**src/rtl/hexbr_pkg.sv**
```systemverilog
package hexbr_pkg;

    localparam logic [6:0] CH_CR    = 7'h0D;
    localparam logic [6:0] CH_LF    = 7'h0A;
    localparam logic [6:0] CH_LOAD  = 7'h41;
    localparam logic [6:0] CH_WRITE = 7'h57;
    localparam logic [6:0] CH_READ  = 7'h52;
    localparam logic [6:0] CH_OK    = 7'h4B;

    typedef enum logic [1:0] {
        DS_DIGIT,
        DS_CMD,
        DS_CR,
        DS_LF
    } dec_state_e;

    typedef enum logic [1:0] {
        OP_LOAD,
        OP_WRITE,
        OP_READ
    } op_e;

    typedef struct packed {
        logic valid;
        op_e  op;
    } cmd_t;

    function automatic logic is_hex(input logic [6:0] ch);
        return (ch >= 7'h30 && ch <= 7'h39) ||
               (ch >= 7'h41 && ch <= 7'h46) ||
               (ch >= 7'h61 && ch <= 7'h66);
    endfunction

    // letters have bit 6 set, digits do not; low nibble of a letter is 1..6
    function automatic logic [3:0] hex_val(input logic [6:0] ch);
        return ch[6] ? (ch[3:0] + 4'd9) : ch[3:0];
    endfunction

    function automatic logic [6:0] hex_char(input logic [3:0] n);
        return (n < 4'd10) ? {3'b011, n} : (7'h37 + {3'b000, n});
    endfunction

endpackage

```
**src/rtl/hexbr_split.sv**
```systemverilog
module hexbr_split (
    input  logic [7:0] in_data,
    input  logic       in_valid,
    output logic       in_ready,
    input  logic       hold,
    output logic [6:0] con_data,
    output logic       con_valid,
    input  logic       con_ready,
    output logic [6:0] chr_data,
    output logic       chr_valid
);
    logic to_console;

    assign to_console = in_data[7];
    assign in_ready   = !hold && (to_console ? con_ready : 1'b1);
    assign con_valid  = in_valid && !hold && to_console;
    assign con_data   = in_data[6:0];
    assign chr_valid  = in_valid && !hold && !to_console;
    assign chr_data   = in_data[6:0];
endmodule

```
**src/rtl/hexbr_decoder.sv**
```systemverilog
module hexbr_decoder
    import hexbr_pkg::*;
#(
    parameter int WORD_W = 32
) (
    input  logic              clk,
    input  logic              rst,
    input  logic              chr_valid,
    input  logic [6:0]        chr_data,
    output cmd_t              cmd,
    output logic [WORD_W-1:0] cmd_word
);
    localparam int NDIG = WORD_W / 4;
    localparam int CW   = $clog2(NDIG + 1);
    localparam logic [CW-1:0] LAST_DIG = CW'(NDIG - 1);

    dec_state_e        st_q;
    logic [CW-1:0]     cnt_q;
    logic [WORD_W-1:0] word_q;
    op_e               op_q;

    always_ff @(posedge clk) begin
        if (rst) begin
            st_q   <= DS_DIGIT;
            cnt_q  <= '0;
            word_q <= '0;
            op_q   <= OP_LOAD;
        end else if (chr_valid) begin
            unique case (st_q)
                DS_DIGIT: begin
                    if (is_hex(chr_data)) begin
                        word_q <= {word_q[WORD_W-5:0], hex_val(chr_data)};
                        if (cnt_q == LAST_DIG) begin
                            cnt_q <= '0;
                            st_q  <= DS_CMD;
                        end else begin
                            cnt_q <= cnt_q + 1'b1;
                        end
                    end else begin
                        cnt_q <= '0;
                    end
                end
                DS_CMD: begin
                    st_q <= DS_CR;
                    if (chr_data == CH_LOAD)       op_q <= OP_LOAD;
                    else if (chr_data == CH_WRITE) op_q <= OP_WRITE;
                    else if (chr_data == CH_READ)  op_q <= OP_READ;
                    else                           st_q <= DS_DIGIT;
                end
                DS_CR:   st_q <= (chr_data == CH_CR) ? DS_LF : DS_DIGIT;
                DS_LF:   st_q <= DS_DIGIT;
                default: st_q <= DS_DIGIT;
            endcase
        end
    end

    assign cmd.valid = chr_valid && (st_q == DS_LF) && (chr_data == CH_LF);
    assign cmd.op    = op_q;
    assign cmd_word  = word_q;
endmodule

```
**src/rtl/hexbr_engine.sv**
```systemverilog
module hexbr_engine
    import hexbr_pkg::*;
#(
    parameter int WORD_W = 32,
    parameter int ADDR_W = 32
) (
    input  logic              clk,
    input  logic              rst,
    input  cmd_t              cmd,
    input  logic [WORD_W-1:0] cmd_word,
    output logic              bus_cyc,
    output logic              bus_stb,
    output logic              bus_we,
    output logic [ADDR_W-1:0] bus_adr,
    output logic [WORD_W-1:0] bus_dat_o,
    input  logic [WORD_W-1:0] bus_dat_i,
    input  logic              bus_ack,
    output logic              rep_start,
    output logic              rep_read,
    output logic [WORD_W-1:0] rep_word,
    output logic              busy
);
    logic              pend_q;
    logic              we_q;
    logic [ADDR_W-1:0] addr_q;
    logic [WORD_W-1:0] wdat_q;

    always_ff @(posedge clk) begin
        if (rst) begin
            pend_q <= 1'b0;
            we_q   <= 1'b0;
            addr_q <= '0;
            wdat_q <= '0;
        end else if (pend_q) begin
            if (bus_ack) begin
                pend_q <= 1'b0;
                addr_q <= addr_q + ADDR_W'(1);
            end
        end else if (cmd.valid) begin
            unique case (cmd.op)
                OP_LOAD:  addr_q <= ADDR_W'(cmd_word);
                OP_WRITE: begin
                    pend_q <= 1'b1;
                    we_q   <= 1'b1;
                    wdat_q <= cmd_word;
                end
                OP_READ: begin
                    pend_q <= 1'b1;
                    we_q   <= 1'b0;
                end
                default: ;
            endcase
        end
    end

    assign bus_cyc   = pend_q;
    assign bus_stb   = pend_q;
    assign bus_we    = we_q;
    assign bus_adr   = addr_q;
    assign bus_dat_o = wdat_q;
    assign rep_start = pend_q && bus_ack;
    assign rep_read  = !we_q;
    assign rep_word  = bus_dat_i;
    assign busy      = pend_q;
endmodule

```
**src/rtl/hexbr_reply.sv**
```systemverilog
module hexbr_reply
    import hexbr_pkg::*;
#(
    parameter int WORD_W = 32
) (
    input  logic              clk,
    input  logic              rst,
    input  logic              start,
    input  logic              is_read,
    input  logic [WORD_W-1:0] word,
    output logic [7:0]        tx_data,
    output logic              tx_valid,
    input  logic              tx_ready,
    output logic              active
);
    localparam int NDIG = WORD_W / 4;
    localparam int IW   = $clog2(NDIG + 3);
    localparam logic [IW-1:0] IDX_TAG  = IW'(NDIG);
    localparam logic [IW-1:0] IDX_CR   = IW'(NDIG + 1);
    localparam logic [IW-1:0] IDX_LAST = IW'(NDIG + 2);

    logic              act_q;
    logic              rd_q;
    logic [IW-1:0]     idx_q;
    logic [WORD_W-1:0] sh_q;
    logic [6:0]        ch;

    always_ff @(posedge clk) begin
        if (rst) begin
            act_q <= 1'b0;
            rd_q  <= 1'b0;
            idx_q <= '0;
            sh_q  <= '0;
        end else if (start) begin
            act_q <= 1'b1;
            rd_q  <= is_read;
            sh_q  <= word;
            idx_q <= is_read ? '0 : IDX_TAG;
        end else if (act_q && tx_ready) begin
            if (idx_q == IDX_LAST) act_q <= 1'b0;
            else                   idx_q <= idx_q + 1'b1;
            if (idx_q < IDX_TAG)   sh_q  <= sh_q << 4;
        end
    end

    always_comb begin
        if (idx_q < IDX_TAG)       ch = hex_char(sh_q[WORD_W-1 -: 4]);
        else if (idx_q == IDX_TAG) ch = rd_q ? CH_READ : CH_OK;
        else if (idx_q == IDX_CR)  ch = CH_CR;
        else                       ch = CH_LF;
    end

    assign tx_data  = {1'b0, ch};
    assign tx_valid = act_q;
    assign active   = act_q;
endmodule

```
**src/rtl/hexbr_bridge.sv**
```systemverilog
module hexbr_bridge
    import hexbr_pkg::*;
#(
    parameter int WORD_W = 32,
    parameter int ADDR_W = 32
) (
    input  logic              clk,
    input  logic              rst,
    input  logic [7:0]        in_data,
    input  logic              in_valid,
    output logic              in_ready,
    output logic [6:0]        con_data,
    output logic              con_valid,
    input  logic              con_ready,
    output logic [7:0]        tx_data,
    output logic              tx_valid,
    input  logic              tx_ready,
    output logic              bus_cyc,
    output logic              bus_stb,
    output logic              bus_we,
    output logic [ADDR_W-1:0] bus_adr,
    output logic [WORD_W-1:0] bus_dat_o,
    input  logic [WORD_W-1:0] bus_dat_i,
    input  logic              bus_ack
);
    logic              hold;
    logic              eng_busy;
    logic              rep_active;
    logic [6:0]        chr_data;
    logic              chr_valid;
    cmd_t              cmd;
    logic [WORD_W-1:0] cmd_word;
    logic              rep_start;
    logic              rep_read;
    logic [WORD_W-1:0] rep_word;

    assign hold = eng_busy || rep_active;

    hexbr_split u_split (
        .in_data   (in_data),
        .in_valid  (in_valid),
        .in_ready  (in_ready),
        .hold      (hold),
        .con_data  (con_data),
        .con_valid (con_valid),
        .con_ready (con_ready),
        .chr_data  (chr_data),
        .chr_valid (chr_valid)
    );

    hexbr_decoder #(.WORD_W(WORD_W)) u_dec (
        .clk       (clk),
        .rst       (rst),
        .chr_valid (chr_valid),
        .chr_data  (chr_data),
        .cmd       (cmd),
        .cmd_word  (cmd_word)
    );

    hexbr_engine #(.WORD_W(WORD_W), .ADDR_W(ADDR_W)) u_eng (
        .clk       (clk),
        .rst       (rst),
        .cmd       (cmd),
        .cmd_word  (cmd_word),
        .bus_cyc   (bus_cyc),
        .bus_stb   (bus_stb),
        .bus_we    (bus_we),
        .bus_adr   (bus_adr),
        .bus_dat_o (bus_dat_o),
        .bus_dat_i (bus_dat_i),
        .bus_ack   (bus_ack),
        .rep_start (rep_start),
        .rep_read  (rep_read),
        .rep_word  (rep_word),
        .busy      (eng_busy)
    );

    hexbr_reply #(.WORD_W(WORD_W)) u_rep (
        .clk      (clk),
        .rst      (rst),
        .start    (rep_start),
        .is_read  (rep_read),
        .word     (rep_word),
        .tx_data  (tx_data),
        .tx_valid (tx_valid),
        .tx_ready (tx_ready),
        .active   (rep_active)
    );
endmodule

```
**config.mk**
```make
export PLATFORM = sky130hd
export DESIGN_NAME = hexbr_bridge
export DESIGN_NICKNAME = d
export VERILOG_FILES = /design/src/rtl/hexbr_pkg.sv /design/src/rtl/hexbr_split.sv /design/src/rtl/hexbr_decoder.sv /design/src/rtl/hexbr_engine.sv /design/src/rtl/hexbr_reply.sv /design/src/rtl/hexbr_bridge.sv
export SDC_FILE = /design/constraint.sdc
export NUM_CORES = 1
export LEC_CHECK = 0
export ABC_AREA = 1
export ABC_CLOCK_PERIOD_IN_PS = 5150
export CAP_MARGIN = 10
export CORE_ASPECT_RATIO = 0.9
export CORE_MARGIN = 1
export CORE_UTILIZATION = 41
export CTS_BUF_LIST = sky130_fd_sc_hd__clkbuf_16
export CTS_CLUSTER_SIZE = 28
export DETAILED_ROUTE_END_ITERATION = 7
export DONT_BUFFER_PORTS = 1
export GPL_TIMING_DRIVEN = 0
export SLEW_MARGIN = 20
export SYNTH_ARGS = -nofsm -noshare
export SYNTH_HDL_FRONTEND = slang
export SYNTH_SLANG_ARGS = --single-unit
export TNS_END_PERCENT = 5
```
**constraint.sdc**
```tcl
create_clock -name clk -period 5.15 [get_ports clk]
set_clock_uncertainty 0.15 [all_clocks]
set_input_delay 0.7725 -clock clk [delete_from_list [all_inputs] [get_ports clk]]
set_output_delay 0.7725 -clock clk [all_outputs]
set_load 0.02 [all_outputs]
```
==> flow_metrics.tcl, run 1 <==
set metrics [dict create \
    synth_top_area_frac 0.395 \
    fin_nets 1163 \
    vias 7049 \
    grt_pass1_wl_mm 34.1 \
    reg2reg_slack_ns 2.72 \
    std_cell_rows 45 \
    first_pass_iters 5 \
    synthArstFlopShare 0 \
    ant_nets 0 \
    dieHeight_um 129 \
    status "finished clean" \
    dp_hpwl_mm 16.4 \
    holdCritStartpoint "u_rep.sh_q[2]" \
    synth_area_um2 7300 \
    clk_pin_slew_ns 0.07 \
    drive_gt1_frac 0.0735 \
    grtUsageTotal 0.244 \
    numCtsBuffers 17 \
    dpl_worst_slack_ns 2.27 \
    grt_max_degree 18 \
    cts_sinks 144 \
    drt-total-wl_mm 21.8 \
    yosysMostFrequentCell "nand2_1" \
    clock_latency_ns 0.44 \
    synth-seq-area-share 0.395 \
    critical_path_class "register to output pin" \
    path_max_fanout 10 \
    numPortBuffers 0 \
    drv_cap 0 \
    synth_area_leader_cell "dfxtp_1" \
    grt_remaining_overflow 0 \
    finalSetupViolCount 0 \
    min_path_type "register to register" \
    worstRegToRegCells 10 \
    r2r-end "u_eng.bus_adr[20]" \
    rr_startpoint "u_eng.bus_adr[0]" \
    fillers 1777 \
    max_stage_delay_ns 0.58 \
    tightestPinTransition_ns 0.731 \
    synthCells 1084 \
    htreeDepth 4 \
    postSynthAreaPerCell_um2 6.73 \
    rsz0062_at_grt "no" \
    die_w_um 143 \
    cts_hold_buffers 0 \
    crit_path_start_kind "register" \
    ys_types 38 \
    drc 0 \
    finalHoldViolCount 0 \
    syn_nets 1144 \
    ys_ff_latch 144 \
    drv_slew 0 \
    gp_congestion 0.907 \
    min_period_ns 3.33 \
    cp-end-kind "output pin" \
    setup_tns_ns 0 \
    synth_area_leaders "dfxtp_1 39%, nand2_1 14%, a21oi_1 8.2%, nor2_1 6.5%, inv_1 5.2%" \
    cp_data_required_time_ns 4.23 \
    ys_warn_count 0 \
    p_total_uw 2560 \
    antenna_found_initial 0 \
    multi_input_area_um2 3680 \
    areaGrowthSynthToFinish_pct 12.8 \
    p_per_area_nw_per_um2 311 \
    wl_per_cell_um 16.1 \
    crit_arrival_ns 2.41 \
    regArea_um2 2880 \
    path_cells "buf_6 > clkbuf_1 > clkbuf_1 > nor3_1" \
    avgViaCountPerCell 5.22 \
    drt_iter0_drc 674 \
    critPathSlowestCell "clkbuf_1" \
    cts-root-buf "clkbuf_16" \
    max-vdd-ir-drop_v 0.000233 \
    die-area_um2 18300 \
    core_um2 17100 \
    hold_end "u_rep.sh_q[2]" \
    ctsResizeCount 0 \
    holdWs_ns 0.314 \
    cts_tree "yes" \
    cts_setup_buffers 0 \
    hold_depth 2 \
    synth_edf_count 0 \
    antenna_cells 0 \
    fin_ws_ns 1.82 \
    fmax_mhz 300 \
    ios 131 \
    synth_ff_type "dfxtp_1" \
    grt_pass1_vias 6407 \
    min_period_over_period 0.647 \
    p_leak_uw 0.00295 \
    cts.path.max_buffers 2 \
    relSlewSlack 0.513 \
    path_common_cell "clkbuf_1" \
    synth_common_cells "269 x nand2_1, 144 x dfxtp_1, 127 x nor2_1" \
    start_util 0.426 \
]
==> where the power goes <==
part | internal [uW] | switching [uW] | total, uW
registers | 1120 | 7.06 | 1130
clock network | 752 | 584 | 1340
logic | 26.2 | 68.2 | 94.5
==> per-stage QoR <==
step                instances  utilization  area [um^2]
floorplan                1084            -         7300
finish                   1351        0.481         8230
detailed placement       1319        0.444         7590
global route             1351        0.481         8230
global placement         1319        0.444         7590
CTS                      1351        0.481         8230
==> metal layers <==
layer	global-route usage	wire length [um]
met5	0	0
met4	0.0702	290
met3	0.0603	1680
met2	0.360	9260
met1	0.349	10600
==> cells in the final DEF (no fill, tap or decap), types with 17 or more instances in the layout <==
cell type	instances
nand2_1	269
clkbuf_1	36
o21ai_0	74
a21oi_1	119
nor2_1	127
clkbuf_16	17
o21ai_1	34
inv_1	102
nand3_1	53
a311oi_1	24
dfxtp_1	144
==> worst max-delay path, delay by kind of cell, from the launching register on <==
kind / cells / cell delay, ns
DFF: 1 / 0.51
and+or+nand+nor: 1 / 0.26
buffers and inverters: 3 / 1.20
==> worst max-delay path by stage <==
stage             startpoint       end  cells after the start
4_1_cts        u_eng.bus_cyc  in_ready                      4
3_3_place_gp   u_eng.bus_cyc  in_ready                      4
5_1_grt        u_eng.bus_cyc  in_ready                      4
2_1_floorplan  u_eng.bus_cyc  in_ready                      4
6_report       u_eng.bus_cyc  in_ready                      4
3_5_place_dp   u_eng.bus_cyc  in_ready                      4
==> cell families after synthesis <==
kind of cell | after synthesis | share of synthesized area
AO/OA/AOI/OAI | 264 | 0.198
XOR/XNOR | 8 | 0.00960
adder cells (fa/ha/maj) | 14 | 0.0240
buffers and inverters | 173 | 0.100
flip-flops | 144 | 0.395
other | 1 | 0.000514
AND/OR/NAND/NOR | 480 | 0.273
==> area by class of cell <==
cell class,count,area share
sequential,144,0.350
tap,235,0.0357
clock buffer,17,0.0517
clock inverter,15,0.0260
buffer,65,0.0395
inverter,108,0.0494
multi-input combinational,767,0.448
==> sequential cells by signal, summed over array words and instances, names as in the netlist <==
name / flops
u_dec.cmd_word: 32
u_eng.bus_adr: 32
u_eng.bus_dat_o: 32
u_rep.sh_q: 32
u_dec.cnt_q: 4
u_rep.idx_q: 4
u_dec.op_q: 2
u_dec.st_q: 2
u_eng.bus_cyc: 1
u_eng.bus_we: 1
u_rep.active: 1
u_rep.rd_q: 1
Note: power is estimated with default switching activity, not from simulation.
==> inputs of run 2 (changes only) <==
ABC_AREA = 0   (was 1)
ABC_CLOCK_PERIOD_IN_PS = 3300   (was 5150)
clock period = 3.3 ns   (was 5.15 ns; I/O delays follow)
==> run 2 against run 1 <==
First-iteration DRC count shrank 20%. Via count is 9.6% lower. Wire length down 1.5%. Sequential share of layout area rose by 1.8 points. Combinational power increased by 10%. Largest cell class unchanged.
==> flow_metrics.tcl, run 2 <==
set metrics [dict create \
    status "finished clean" \
    yosysMostFrequentCell "dfxtp_1" \
    synth_common_cells "144 x dfxtp_1, 115 x nor2_1, 111 x nand2_1" \
    die_w_um 140 \
    synth_compound_area_frac 0.177 \
    ys_types 62 \
    vias 6370 \
    finalSetupViolCount 0 \
    holdCritStartpoint "bus_dat_i[6]" \
    tightestPinTransition_ns 0.782 \
    setup_tns_ns 0 \
    min_period_ns 3.04 \
    synth_adder_area_share 0.0250 \
    postSynthAreaPerCell_um2 8.21 \
    relSlewSlack 0.479 \
    final_util 0.477 \
    clock_latency_ns 0.43 \
    cts_tree "yes" \
    cp_data_required_time_ns 2.65 \
    synth-seq-area-share 0.411 \
    drive_gt1_frac 0.0690 \
    wl_per_cell_um 19.7 \
    path_max_fanout 10 \
    numCtsBuffers 17 \
    fin_cells 1091 \
    antenna_found_initial 0 \
    antenna_cells 0 \
    p_leak_uw 0.00265 \
    min_period_over_period 0.920 \
    dp_hpwl_mm 15.7 \
    crit_path_start_kind "register" \
    rr_startpoint "u_eng.bus_cyc" \
    synth_xor_area_frac 0.0100 \
    synthSimpleGateAreaFrac 0.243 \
    grtUsageTotal 0.246 \
    drt_iter0_drc 539 \
    max_stage_delay_ns 0.56 \
    ant_nets 0 \
    fin_nets 932 \
    synthMuxAreaShare 0.0771 \
    htreeDepth 4 \
    cts_sinks 144 \
    first_pass_iters 6 \
    synth_area_leader_cell "dfxtp_1" \
    numPortBuffers 0 \
    grt_pass1_vias 5852 \
    drv_cap 0 \
    critical_path_class "register to output pin" \
    synthArstFlopShare 0 \
    fmax_mhz 329 \
    ios 131 \
    path_delay_family "buffers and inverters" \
    core_um2 16400 \
    synth_edf_count 0 \
    p_per_area_nw_per_um2 471 \
    cts_setup_buffers 0 \
    crit_arrival_ns 2.39 \
    avgViaCountPerCell 5.84 \
    crit_buf_inv 3 \
    start_util 0.427 \
    clk_pin_slew_ns 0.06 \
    max-vdd-ir-drop_v 0.000345 \
    drv_slew 0 \
    drt-total-wl_mm 21.5 \
    min_path_type "input port to register" \
    path_cells "buf_2 > clkbuf_1 > clkbuf_2 > nor3_1" \
    layout.cells.most_common "dfxtp_1" \
    critPathSlowestCell "dfxtp_1" \
    cts-root-buf "clkbuf_16" \
    final_cell_mix "144 x dfxtp_1, 115 x nor2_1, 111 x nand2_1" \
    synth_ff_type "dfxtp_1" \
    ys_ff_latch 144 \
    finalHoldViolCount 0 \
    die-area_um2 17600 \
    grt_max_degree 17 \
    cp-end-kind "output pin" \
    startpoint "u_eng.bus_cyc" \
    ys_warn_count 0 \
    synth_top_family_by_area "simple AND/OR/NAND/NOR gates" \
    synth_top_area_frac 0.411 \
    gp_congestion 0.920 \
    rsz0062_at_grt "no" \
    synth_area_leaders "dfxtp_1 41%, mux2i_1 7.7%, nor2_1 6.2%, nand2_1 5.9%, a21oi_1 4.0%" \
    synthCells 853 \
    drc 0 \
    dieHeight_um 126 \
    cts.path.max_buffers 2 \
    synth_area_um2 7010 \
    areaGrowthSynthToFinish_pct 11.6 \
    place_inst 1060 \
    grt_remaining_overflow 0 \
    syn_nets 913 \
    grt_pass1_wl_mm 33.3 \
    std_cell_rows 44 \
]
-- run 2: cell types whose count changed in the layout (fill, tap and decap cells not counted), sizes merged, moves of 12 or more --
| cell | previous run | this run |
|---|---|---|
| nand2 | 272 | 112 |
| inv | 116 | 21 |
| o21ai | 108 | 31 |
| a21oi | 120 | 57 |
| mux2i | 0 | 54 |
| a211oi | 0 | 17 |
| nand3 | 55 | 40 |
| nor2 | 130 | 115 |
| clkbuf | 53 | 66 |
| nor2b | 0 | 13 |
| nor4 | 1 | 13 |
-- run 2: cells by family after synthesis --
logic type	after synthesis
adders and majority gates	14
other	1
DFF	144
muxes	54
and+or+nand+nor	358
xor gates and xnor gates	8
buffers and inverters	88
AOI/OAI and AO/OA	186
-- run 2: layer usage --
| metal | share of wire | track usage |
|---|---|---|
| met1 | 0.47 | 0.336 |
| met2 | 0.42 | 0.362 |
| met3 | 0.095 | 0.0863 |
| met4 | 0.013 | 0.0763 |
| met5 | 0 | 0 |
-- run 2: per-stage QoR --
step	total power [uW]	hold WS [ns]	setup slack [ns]	area, um^2
2_1_floorplan	1860	0.299	0.792	7010
3_3_place_gp	1880	0.315	0.384	7270
3_5_place_dp	1880	0.321	0.410	7270
4_1_cts	3710	0.0595	0.261	7820
5_1_grt	3800	0.0673	0.150	7820
6_report	3690	0.0727	0.263	7820
-- run 2: final cells by class --
cell class                 instances  area [um^2]
fill                            1663         8580
multi-input combinational        621         3730
sequential                       144         2880
clock buffer                      17          425
buffer                            71          329
tap                              207          259
clock inverter                    14          129
inverter                          17         63.8
-- run 2: path summary, 6_finish.rpt --
check	depth (start not counted)	endpoint	slack [ns]
setup / recovery	4	con_valid	0.26
hold reg to reg	2	u_rep.sh_q[10]	0.33
setup reg to reg	8	u_dec.cmd_word[20]	0.36
hold / removal	2	u_rep.sh_q[6]	0.07
-- run 2: repair_timing --
item | in CTS | in global routing
setup endpoints to repair | 2 | 0
resized for setup | 1 | 0
hold buffers | 0 | 0
-- run 2: power breakdown --
part / internal (uW) / switching [uW] / total [uW]
logic: 32.5 / 71.6 / 104
registers: 1740 / 2.82 / 1740
clock network: 1090 / 746 / 1840
total: 2870 / 820 / 3690
-- run 2: worst reg2reg max path: cells and delay by family (launching register included) --
| kind | cells | cell delay, ns |
|---|---|---|
| multiplexers | 1 | 0.22 |
| AND/OR/NAND/NOR | 4 | 1.16 |
| flip-flops | 1 | 0.43 |
| buffers and inverters | 3 | 0.85 |
